--- src/rtl/rtc_sec_pkg.sv ---
package rtc_sec_pkg;

  localparam int unsigned CTRL_W    = 8;
  localparam int unsigned STAT_W    = 3;
  localparam int unsigned NUM_CMP   = 2;

  // register byte offsets
  localparam logic [7:0] OFS_UP    = 8'h00;
  localparam logic [7:0] OFS_DN    = 8'h04;
  localparam logic [7:0] OFS_CMP0  = 8'h08;
  localparam logic [7:0] OFS_CMP1  = 8'h0C;
  localparam logic [7:0] OFS_CTRL  = 8'h10;
  localparam logic [7:0] OFS_STAT  = 8'h14;
  localparam logic [7:0] OFS_KEY   = 8'h18;

  // control bit positions
  localparam int unsigned CB_IRQ_EN0  = 0;
  localparam int unsigned CB_IRQ_EN1  = 1;
  localparam int unsigned CB_WAKE_EN0 = 2;
  localparam int unsigned CB_WAKE_EN1 = 3;
  localparam int unsigned CB_HOLD_CLR = 4;
  localparam int unsigned CB_HALT     = 6;
  localparam int unsigned CB_FORCE    = 7;

  localparam logic [CTRL_W-1:0] CTRL_WMASK = 8'hDF;

  // status bit positions
  localparam int unsigned SB_WAKE = 2;

  typedef logic [CTRL_W-1:0] rtc_ctrl_t;
  typedef logic [STAT_W-1:0] rtc_stat_t;

endpackage

--- src/rtl/rtc_rst_sync.sv ---
module rtc_rst_sync #(
  parameter int unsigned STAGES = 2
) (
  input  logic clk,
  input  logic arst_n,
  output logic rst_n_o
);
  logic [STAGES-1:0] sync_q;

  always_ff @(posedge clk or negedge arst_n) begin
    if (!arst_n) sync_q <= '0;
    else         sync_q <= {sync_q[STAGES-2:0], 1'b1};
  end

  assign rst_n_o = sync_q[STAGES-1];
endmodule

--- src/rtl/rtc_cnt_pair.sv ---
module rtc_cnt_pair #(
  parameter int unsigned W = 32
) (
  input  logic         clk,
  input  logic         rst_n,
  input  logic         tick,
  input  logic         halt,
  input  logic         hold_clr,
  input  logic         ld_up,
  input  logic         ld_dn,
  input  logic [W-1:0] ld_val,
  output logic [W-1:0] up_o,
  output logic [W-1:0] dn_o
);
  localparam logic [W-1:0] ONE = W'(1);

  logic [W-1:0] up_q, up_d;
  logic [W-1:0] dn_q, dn_d;
  logic         up_en, dn_en;

  always_comb begin
    up_d  = up_q;
    dn_d  = dn_q;
    up_en = 1'b0;
    dn_en = 1'b0;
    if (hold_clr) begin
      up_d  = '0;
      dn_d  = '1;
      up_en = 1'b1;
      dn_en = 1'b1;
    end else if (halt) begin
      if (ld_up) begin
        up_d  = ld_val;
        up_en = 1'b1;
      end
      if (ld_dn) begin
        dn_d  = ld_val;
        dn_en = 1'b1;
      end
    end else if (tick) begin
      up_d  = up_q + ONE;
      dn_d  = dn_q - ONE;
      up_en = 1'b1;
      dn_en = 1'b1;
    end
  end

  always_ff @(posedge clk or negedge rst_n) begin
    if (!rst_n)     up_q <= '0;
    else if (up_en) up_q <= up_d;
  end

  always_ff @(posedge clk or negedge rst_n) begin
    if (!rst_n)     dn_q <= '1;
    else if (dn_en) dn_q <= dn_d;
  end

  assign up_o = up_q;
  assign dn_o = dn_q;
endmodule

--- src/rtl/rtc_match_unit.sv ---
module rtc_match_unit
  import rtc_sec_pkg::*;
#(
  parameter int unsigned W = 32
) (
  input  logic                        clk,
  input  logic                        rst_n,
  input  logic                        tick_ok,
  input  logic [W-1:0]                up_cnt,
  input  logic [NUM_CMP-1:0][W-1:0]   cmp_val,
  input  logic [NUM_CMP-1:0]          irq_en,
  input  logic [NUM_CMP-1:0]          wake_en,
  input  logic                        wake_force,
  input  logic                        clr_we,
  input  rtc_stat_t                   clr_mask,
  output rtc_stat_t                   status_o,
  output logic                        irq_o,
  output logic                        wake_o
);
  logic [NUM_CMP-1:0] hit;
  rtc_stat_t          stat_q, stat_d;
  logic               stat_en;
  logic               irq_q, irq_d;
  logic               wake_q, wake_d;

  for (genvar i = 0; i < NUM_CMP; i++) begin : g_cmp
    assign hit[i] = tick_ok && (up_cnt == cmp_val[i]);
  end

  always_comb begin
    stat_d = stat_q;
    if (clr_we) stat_d = stat_d & ~clr_mask;
    stat_d[NUM_CMP-1:0] = stat_d[NUM_CMP-1:0] | hit;
    stat_d[SB_WAKE]     = stat_d[SB_WAKE] | (|(hit & wake_en));
    stat_en = clr_we | (|hit);
    irq_d   = |(stat_q[NUM_CMP-1:0] & irq_en);
    wake_d  = wake_force | (|(stat_q[NUM_CMP-1:0] & wake_en));
  end

  always_ff @(posedge clk or negedge rst_n) begin
    if (!rst_n)       stat_q <= '0;
    else if (stat_en) stat_q <= stat_d;
  end

  always_ff @(posedge clk or negedge rst_n) begin
    if (!rst_n) begin
      irq_q  <= 1'b0;
      wake_q <= 1'b0;
    end else begin
      irq_q  <= irq_d;
      wake_q <= wake_d;
    end
  end

  assign status_o = stat_q;
  assign irq_o    = irq_q;
  assign wake_o   = wake_q;
endmodule

--- src/rtl/rtc_regbank.sv ---
module rtc_regbank
  import rtc_sec_pkg::*;
#(
  parameter int unsigned W      = 32,
  parameter int unsigned ADDR_W = 8
) (
  input  logic                      clk,
  input  logic                      rst_n,
  input  logic                      por_rst_n,
  input  logic                      bus_wr,
  input  logic [ADDR_W-1:0]         bus_addr,
  input  logic [W-1:0]              bus_wdata,
  input  logic [W-1:0]              up_cnt,
  input  logic [W-1:0]              dn_cnt,
  input  rtc_stat_t                 status,
  output rtc_ctrl_t                 ctrl_o,
  output logic [NUM_CMP-1:0][W-1:0] cmp_o,
  output logic [W-1:0]              key_o,
  output logic                      ld_up,
  output logic                      ld_dn,
  output logic                      clr_we,
  output logic [W-1:0]              bus_rdata
);
  rtc_ctrl_t                 ctrl_q, ctrl_d;
  logic [NUM_CMP-1:0][W-1:0] cmp_q;
  logic [W-1:0]              key_q;
  logic                      ctrl_we, key_we;
  logic [NUM_CMP-1:0]        cmp_we;

  assign ctrl_we   = bus_wr && (bus_addr == ADDR_W'(OFS_CTRL));
  assign key_we    = bus_wr && (bus_addr == ADDR_W'(OFS_KEY));
  assign ld_up     = bus_wr && (bus_addr == ADDR_W'(OFS_UP));
  assign ld_dn     = bus_wr && (bus_addr == ADDR_W'(OFS_DN));
  assign clr_we    = bus_wr && (bus_addr == ADDR_W'(OFS_STAT));
  assign cmp_we[0] = bus_wr && (bus_addr == ADDR_W'(OFS_CMP0));
  assign cmp_we[1] = bus_wr && (bus_addr == ADDR_W'(OFS_CMP1));

  always_comb begin
    ctrl_d = bus_wdata[CTRL_W-1:0] & CTRL_WMASK;
  end

  always_ff @(posedge clk or negedge rst_n) begin
    if (!rst_n)       ctrl_q <= '0;
    else if (ctrl_we) ctrl_q <= ctrl_d;
  end

  for (genvar i = 0; i < NUM_CMP; i++) begin : g_cmp_reg
    always_ff @(posedge clk or negedge rst_n) begin
      if (!rst_n)         cmp_q[i] <= '1;
      else if (cmp_we[i]) cmp_q[i] <= bus_wdata;
    end
  end

  always_ff @(posedge clk or negedge por_rst_n) begin
    if (!por_rst_n)  key_q <= '0;
    else if (key_we) key_q <= bus_wdata;
  end

  always_comb begin
    bus_rdata = '0;
    if      (bus_addr == ADDR_W'(OFS_UP))   bus_rdata = up_cnt;
    else if (bus_addr == ADDR_W'(OFS_DN))   bus_rdata = dn_cnt;
    else if (bus_addr == ADDR_W'(OFS_CMP0)) bus_rdata = cmp_q[0];
    else if (bus_addr == ADDR_W'(OFS_CMP1)) bus_rdata = cmp_q[1];
    else if (bus_addr == ADDR_W'(OFS_CTRL)) bus_rdata = W'(ctrl_q);
    else if (bus_addr == ADDR_W'(OFS_STAT)) bus_rdata = W'(status);
    else if (bus_addr == ADDR_W'(OFS_KEY))  bus_rdata = key_q;
  end

  assign ctrl_o = ctrl_q;
  assign cmp_o  = cmp_q;
  assign key_o  = key_q;
endmodule

--- src/rtl/rtc_sec_timer.sv ---
module rtc_sec_timer
  import rtc_sec_pkg::*;
#(
  parameter int unsigned DATA_W = 32,
  parameter int unsigned ADDR_W = 8
) (
  input  logic              clk,
  input  logic              rst_n,
  input  logic              por_n,
  input  logic              tick,
  input  logic              bus_wr,
  input  logic [ADDR_W-1:0] bus_addr,
  input  logic [DATA_W-1:0] bus_wdata,
  output logic [DATA_W-1:0] bus_rdata,
  output logic              irq,
  output logic              wake
);
  logic                           core_arst_n;
  logic                           core_rst_n;
  logic                           por_rst_n;
  rtc_ctrl_t                      ctrl;
  rtc_stat_t                      status;
  logic [NUM_CMP-1:0][DATA_W-1:0] cmp_val;
  logic [DATA_W-1:0]              key_val;
  logic [DATA_W-1:0]              cnt_up, cnt_dn;
  logic                           ld_up, ld_dn, clr_we;
  logic                           tick_ok;

  assign core_arst_n = rst_n & por_n;

  rtc_rst_sync #(.STAGES(2)) u_core_rst (
    .clk    (clk),
    .arst_n (core_arst_n),
    .rst_n_o(core_rst_n)
  );

  rtc_rst_sync #(.STAGES(2)) u_por_rst (
    .clk    (clk),
    .arst_n (por_n),
    .rst_n_o(por_rst_n)
  );

  rtc_regbank #(.W(DATA_W), .ADDR_W(ADDR_W)) u_regs (
    .clk      (clk),
    .rst_n    (core_rst_n),
    .por_rst_n(por_rst_n),
    .bus_wr   (bus_wr),
    .bus_addr (bus_addr),
    .bus_wdata(bus_wdata),
    .up_cnt   (cnt_up),
    .dn_cnt   (cnt_dn),
    .status   (status),
    .ctrl_o   (ctrl),
    .cmp_o    (cmp_val),
    .key_o    (key_val),
    .ld_up    (ld_up),
    .ld_dn    (ld_dn),
    .clr_we   (clr_we),
    .bus_rdata(bus_rdata)
  );

  rtc_cnt_pair #(.W(DATA_W)) u_cnt (
    .clk     (clk),
    .rst_n   (core_rst_n),
    .tick    (tick),
    .halt    (ctrl[CB_HALT]),
    .hold_clr(ctrl[CB_HOLD_CLR]),
    .ld_up   (ld_up),
    .ld_dn   (ld_dn),
    .ld_val  (bus_wdata),
    .up_o    (cnt_up),
    .dn_o    (cnt_dn)
  );

  assign tick_ok = tick & ~ctrl[CB_HOLD_CLR];

  rtc_match_unit #(.W(DATA_W)) u_match (
    .clk       (clk),
    .rst_n     (core_rst_n),
    .tick_ok   (tick_ok),
    .up_cnt    (cnt_up),
    .cmp_val   (cmp_val),
    .irq_en    ({ctrl[CB_IRQ_EN1], ctrl[CB_IRQ_EN0]}),
    .wake_en   ({ctrl[CB_WAKE_EN1], ctrl[CB_WAKE_EN0]}),
    .wake_force(ctrl[CB_FORCE]),
    .clr_we    (clr_we),
    .clr_mask  (bus_wdata[STAT_W-1:0]),
    .status_o  (status),
    .irq_o     (irq),
    .wake_o    (wake)
  );
endmodule

--- config.mk ---
export PLATFORM = sky130hd
export DESIGN_NAME = rtc_sec_timer
export DESIGN_NICKNAME = d
export VERILOG_FILES = /design/src/rtl/rtc_sec_pkg.sv /design/src/rtl/rtc_rst_sync.sv /design/src/rtl/rtc_cnt_pair.sv /design/src/rtl/rtc_match_unit.sv /design/src/rtl/rtc_regbank.sv /design/src/rtl/rtc_sec_timer.sv
export SDC_FILE = /design/constraint.sdc
export NUM_CORES = 1
export LEC_CHECK = 0
export ABC_CLOCK_PERIOD_IN_PS = 11100
export BUFFER_PORTS_ARGS = -buffer_cell sky130_fd_sc_hd__buf_2
export CORE_MARGIN = 3
export CORE_UTILIZATION = 46
export DETAILED_ROUTE_END_ITERATION = 12
export PLACE_DENSITY = 0.64
export SYNTH_ARGS = -nofsm -noshare
export SYNTH_HDL_FRONTEND = slang
export SYNTH_HIERARCHICAL = 1
export SYNTH_SLANG_ARGS = --single-unit
export TNS_END_PERCENT = 20
--- constraint.sdc ---
create_clock -name clk -period 11.1 [get_ports clk]
set_input_delay 3.33 -clock clk [delete_from_list [all_inputs] [get_ports clk]]
set_output_delay 3.33 -clock clk [all_outputs]
set_load 0.01 [all_outputs]
# ---- Word level (Yosys, flattened, before mapping)
# Index checks and enable logic that the tools add are counted.
dict set report op_classes {
  n_eq_ne 10
  reduce_logical 17
  addsub 2
  n_bitwise 12
  n_mux 23
}
# operator count
set ops {}
lappend ops {{32-bit 2-to-1 mux} 15}
lappend ops {{32-bit equality test} 2}
lappend ops {{32-bit by 1-bit adder with 32-bit output, second input constant} 1}
lappend ops {{32-bit by 1-bit subtractor with 32-bit output, second input constant} 1}
lappend ops {{8-bit by 5-bit equality test with 1-bit output, second input constant} 3}
lappend ops {{8-bit by 4-bit equality test with 1-bit output, second input constant} 2}
lappend ops {{1-bit logical AND} 9}
lappend ops {{8-bit by 3-bit equality test with 1-bit output, second input constant} 1}
lappend ops {{8-bit zero test} 1}
lappend ops {{2-bit OR reduction} 4}
lappend ops {{1-bit 2-to-1 mux} 7}
lappend ops {{2-bit AND} 3}
lappend ops {{3-bit != test, second input constant} 2}
lappend ops {{3-bit AND reduction} 2}
lappend ops {{3-bit AND} 1}
lappend ops {{3-bit 2-to-1 mux} 1}
lappend ops {{3-bit NOT} 1}
lappend ops {{1-bit bitwise OR} 3}
lappend ops {{3-bit nonzero test} 1}
lappend ops {{1-bit AND} 2}
lappend ops {{2-bit bitwise OR} 1}
lappend ops {{1-bit NOT} 1}
dict set report totals {
  reg_bits 176
  word_cells 75
  inputBits 45
}

# ---- Depth between registers and ports, before layout
dict set report depth {
  ltp_word 8
  mapped_depth 12
  depth_no_buf 8
}

# ---- Hierarchy
# The synthesis kept the hierarchy.
# module instances seq_area_each_um2 area_each_um2 cells_per_inst
set modules_own_cells {}
lappend modules_own_cells {rtc_regbank 1 2657.5 5469.0 468}
lappend modules_own_cells {rtc_cnt_pair 1 1641.6 4296.6 521}
lappend modules_own_cells {rtc_match_unit 1 125.1 923.4 110}
lappend modules_own_cells {rtc_rst_sync 2 50.0 53.8 3}
lappend modules_own_cells {rtc_sec_timer 1 0.0 20.0 2}

# ---- Worst setup path before layout
# Ideal clock, no wire load.
dict set report synth_timing {
  path_kind {input to output}
  from {input bus_addr[7]}
  to {output bus_rdata[11]}
  path_buffers 1
  arrival_time_ns 4.763
  path_slack_ns 3.007
  cell_stages 5
  required_ns 7.770
  cell_sequence {or4_4 nor3_4 clkbuf_1 o21ai_0 a21oi_1}
}
dict set report synth_between {
  elab_chain_cells 8
  word_cells_on_any_way 14
  cone_classes {eq/ne: 6; mux: 7; reduce/logical: 1}
}
# element line_no
set synth_rtl {}
lappend synth_rtl {{start: declaration} rtc_sec_timer.sv:12} ;# input logic [ADDR_W-1:0] bus_addr,
lappend synth_rtl {{8-bit by 5-bit equality test with 1-bit output} rtc_regbank.sv:67} ;# else if (bus_addr == ADDR_W'(OFS_KEY)) bus_rdata = key_q;
lappend synth_rtl {{32-bit 2-to-1 mux} rtc_regbank.sv:67}
lappend synth_rtl {{32-bit 2-to-1 mux} rtc_regbank.sv:66} ;# else if (bus_addr == ADDR_W'(OFS_STAT)) bus_rdata = W'(status);
lappend synth_rtl {{32-bit 2-to-1 mux} rtc_regbank.sv:65} ;# else if (bus_addr == ADDR_W'(OFS_CTRL)) bus_rdata = W'(ctrl_q);
lappend synth_rtl {{32-bit 2-to-1 mux} rtc_regbank.sv:64} ;# else if (bus_addr == ADDR_W'(OFS_CMP1)) bus_rdata = cmp_q[1];
lappend synth_rtl {{32-bit 2-to-1 mux} rtc_regbank.sv:63} ;# else if (bus_addr == ADDR_W'(OFS_CMP0)) bus_rdata = cmp_q[0];
lappend synth_rtl {{32-bit 2-to-1 mux} rtc_regbank.sv:62} ;# else if (bus_addr == ADDR_W'(OFS_DN)) bus_rdata = dn_cnt;
lappend synth_rtl {{32-bit 2-to-1 mux *} rtc_regbank.sv:61} ;# if (bus_addr == ADDR_W'(OFS_UP)) bus_rdata = up_cnt;
lappend synth_rtl {{end: declaration} rtc_sec_timer.sv:14} ;# output logic [DATA_W-1:0] bus_rdata,
# Every way passes the cells marked *; elsewhere a longest branch is shown, timed or not.

# ---- Final worst setup path
dict set report layout_timing {
  from {input bus_addr[4]}
  to {output bus_rdata[13]}
}
# Same word-level chain as after synthesis.

==> results_dict.tcl <==
set metrics [dict create \
    cts_tree "yes" \
    antenna_cells 0 \
    worst_path_max_delay_cell "nor3_4" \
    fp-row-count 55 \
    area_delta_synth_final_pct 11.9 \
    worstHoldPathCells 0 \
    layout-drive-gt1-share_pct 30.5 \
    max_freq_ghz 0.107 \
    cpMostUsedCell "buf_2" \
    maxCapViolCount 0 \
    postCtsHoldBufs 0 \
    r2r-start "u_regs/ctrl_o[4]$_DFFE_PN0P_" \
    htree_levels 4 \
    die_h_um 159 \
    holdPathEnd "u_por_rst/sync_q[1]$_DFF_PN0_" \
    status "completed" \
    cts_buffers 17 \
    slew_headroom_pct 9.01 \
    crit_start "bus_addr[4]" \
    drt_wl_total_um 37200 \
    rsz0062_at_grt "false" \
    hold_path_class "reg2reg" \
    reg2reg_depth 6 \
    crit_arrival_ps 6020 \
    ctsResizeCount 0 \
    worstSetupPathType "in2out" \
    r2r_end "u_cnt/dn_o[17]$_DFFE_PN1P_" \
    grt_max_degree 74 \
    via_count 9538 \
    io_pins 79 \
    worst_setup_path_end_kind "output port" \
    cts-root-buf "clkbuf_16" \
    syn-cell-area_um2 10800 \
    dp.cells 1438 \
    die_x_um 159 \
    portBuffers 78 \
    synth_fp_nets 1152 \
    clockBufferDepth 2 \
    report.final.setup_viol 0 \
    cts.clk_slew.worst_paths_ps 70 \
    grt_pass1_vias 9221 \
    drc 0 \
    power_frac_clock_pct 34.8 \
    core_area_um2 22800 \
    num-fill-cells 2163 \
    drt_iter0_drc 1114 \
    die-area_um2 25400 \
    combinationalPowerShare_pct 20.1 \
    final_nets 1191 \
    path_buf_inv 2 \
    fin_cells 1470 \
    fin_tns_setup_ps 0 \
    antenna_found_initial 2 \
    hold_path.startpoint "u_por_rst/sync_q[0]$_DFF_PN0_" \
    cts_num_sinks 176 \
    p_sw_share_pct 33.8 \
    p_int_mw 1.30 \
    peakVddDrop_uv 96.9 \
    routabilityCongestion 0.948 \
    synthCells 1105 \
    ant_nets 0 \
    reg2reg_setup_slack_ps 8230 \
    switchingPower_uw 662 \
    postCtsSetupBuffers 0 \
    dpl.hpwl_um 25300 \
    p_leak_nw 4.88 \
    ys_warn_count 6 \
    hold_violations 0 \
    crit_required_ps 7770 \
    drt-pass1-iter-count 6 \
    path_cells "buf_2 -> or4_4 -> nor3_4 -> o21ai_0 -> a21oi_1 -> buf_2" \
    avgSynthCellArea_um2 9.78 \
    cp-start-kind "primary input" \
    seq_power_share_pct 45.1 \
    grt_pass1_wl_um 57100 \
    timing.final.crit_share_pct 84.3 \
    clk_latency_ps 430 \
    overflow 0 \
    min_period_ps 9350 \
    slowest_delay_ps 1020 \
    start_util_pct 47.3 \
    tightest_slew_ps 1350 \
    worst-path-max-fanout 32 \
    viasPerCell 6.49 \
    slew_violations 0 \
    path_delay_family "simple AND/OR/NAND/NOR gates" \
    fin_skew_ps 7.23 \
    grt_usage_pct 29.0 \
    power_density_nw_per_um2 162 \
    wl_per_cell_um 25.3 \
]
-- cell usage in the layout (no fill, tap or decap), types with 6 or more instances in the layout --
cell and instances:
mux2_2 99, dfstp_2 96, a21oi_1 84, buf_2 78, dfrtp_1 78, o21ai_0 70
nor2_1 67, xnor2_1 59, nand2_1 56, nand2b_1 36, nor3_1 28, o211ai_1 27
a22o_1 27, nand4_1 24, nand3_1 24, and3_1 22, mux2i_1 21, nor4_1 18
o22ai_1 18, clkbuf_16 17, buf_4 16, inv_1 15, or3_1 7, o31ai_1 7
nor4_2 7, xor2_1 7, a22oi_1 6, a31oi_1 6, o2bb2ai_1 6
-- per-stage QoR --
| stage | util, % | total power [mW] | cell area (um2) | setup WS (ps) | hold WS (ps) |
|---|---|---|---|---|---|
| detailed placement | 50.0 | 1.27 | 11400 | 1740 | 336 |
| global placement | 50.0 | 1.26 | 11400 | 1840 | 336 |
| finish | 52.9 | 1.96 | 12100 | 1750 | 356 |
| global route | 52.9 | 2.04 | 12100 | 1560 | 372 |
| floorplan | - | 1.09 | 10800 | 3010 | 331 |
| CTS | 52.9 | 1.95 | 12100 | 1730 | 355 |
-- cell type report --
class / count / area, um2 / share of cell area [%]
Timing Repair Buffer: 94 / 510 / 4.22
Sequential cell: 176 / 4530 / 37.5
Clock buffer: 18 / 429 / 3.55
Inverter: 16 / 60.1 / 0.497
Clock inverter: 14 / 228 / 1.88
Multi-Input combinational cell: 839 / 5940 / 49.1
Tap cell: 313 / 392 / 3.24
-- registers in the layout, indices dropped and copies added, names as in the netlist --
register / count
u_match/status_o: 3
u_match/wake_o: 1
u_por_rst/sync_q: 2
u_core_rst/sync_q: 2
u_match/irq_o: 1
u_cnt/dn_o: 32
u_regs/cmp_o: 64
u_regs/key_o: 32
u_cnt/up_o: 32
u_regs/ctrl_o: 7
-- worst reg2reg max path: stages (launching register included) --
cell and delay (ps):
dfrtp_1 380, buf_4 240, nor2_1 630, and2_1 950, o21ai_0 290, a21oi_1 220
a21oi_1 50
-- per-layer routing --
metal	share of wire, %	global-route usage [%]	up-vias
li1	-	-	4208
met1	43	40.9	4789
met3	10	8.53	68
met4	2.8	8.79	4
met5	0.062	0	-
met2	44	43.3	469
-- power groups by stage --
stage          clock network, mW  registers (mW)  logic (mW)
3_5_place_dp                   0           0.890       0.377
3_3_place_gp                   0           0.889       0.373
6_report                   0.682           0.883       0.393
2_1_floorplan                  0           0.836       0.256
4_1_cts                    0.691           0.879       0.380
5_1_grt                    0.721           0.897       0.420
-- worst max-delay path by stage --
stage | to | slack (ps) | cells past startpoint
after CTS | bus_rdata[13] | 1730 | 6
after floorplan | bus_rdata[11] | 3010 | 5
after detailed placement | bus_rdata[13] | 1740 | 6
final | bus_rdata[13] | 1750 | 6
after global placement | bus_rdata[9] | 1840 | 6
after global routing | bus_rdata[13] | 1560 | 6
Note: power is estimated with default switching activity, not from simulation.
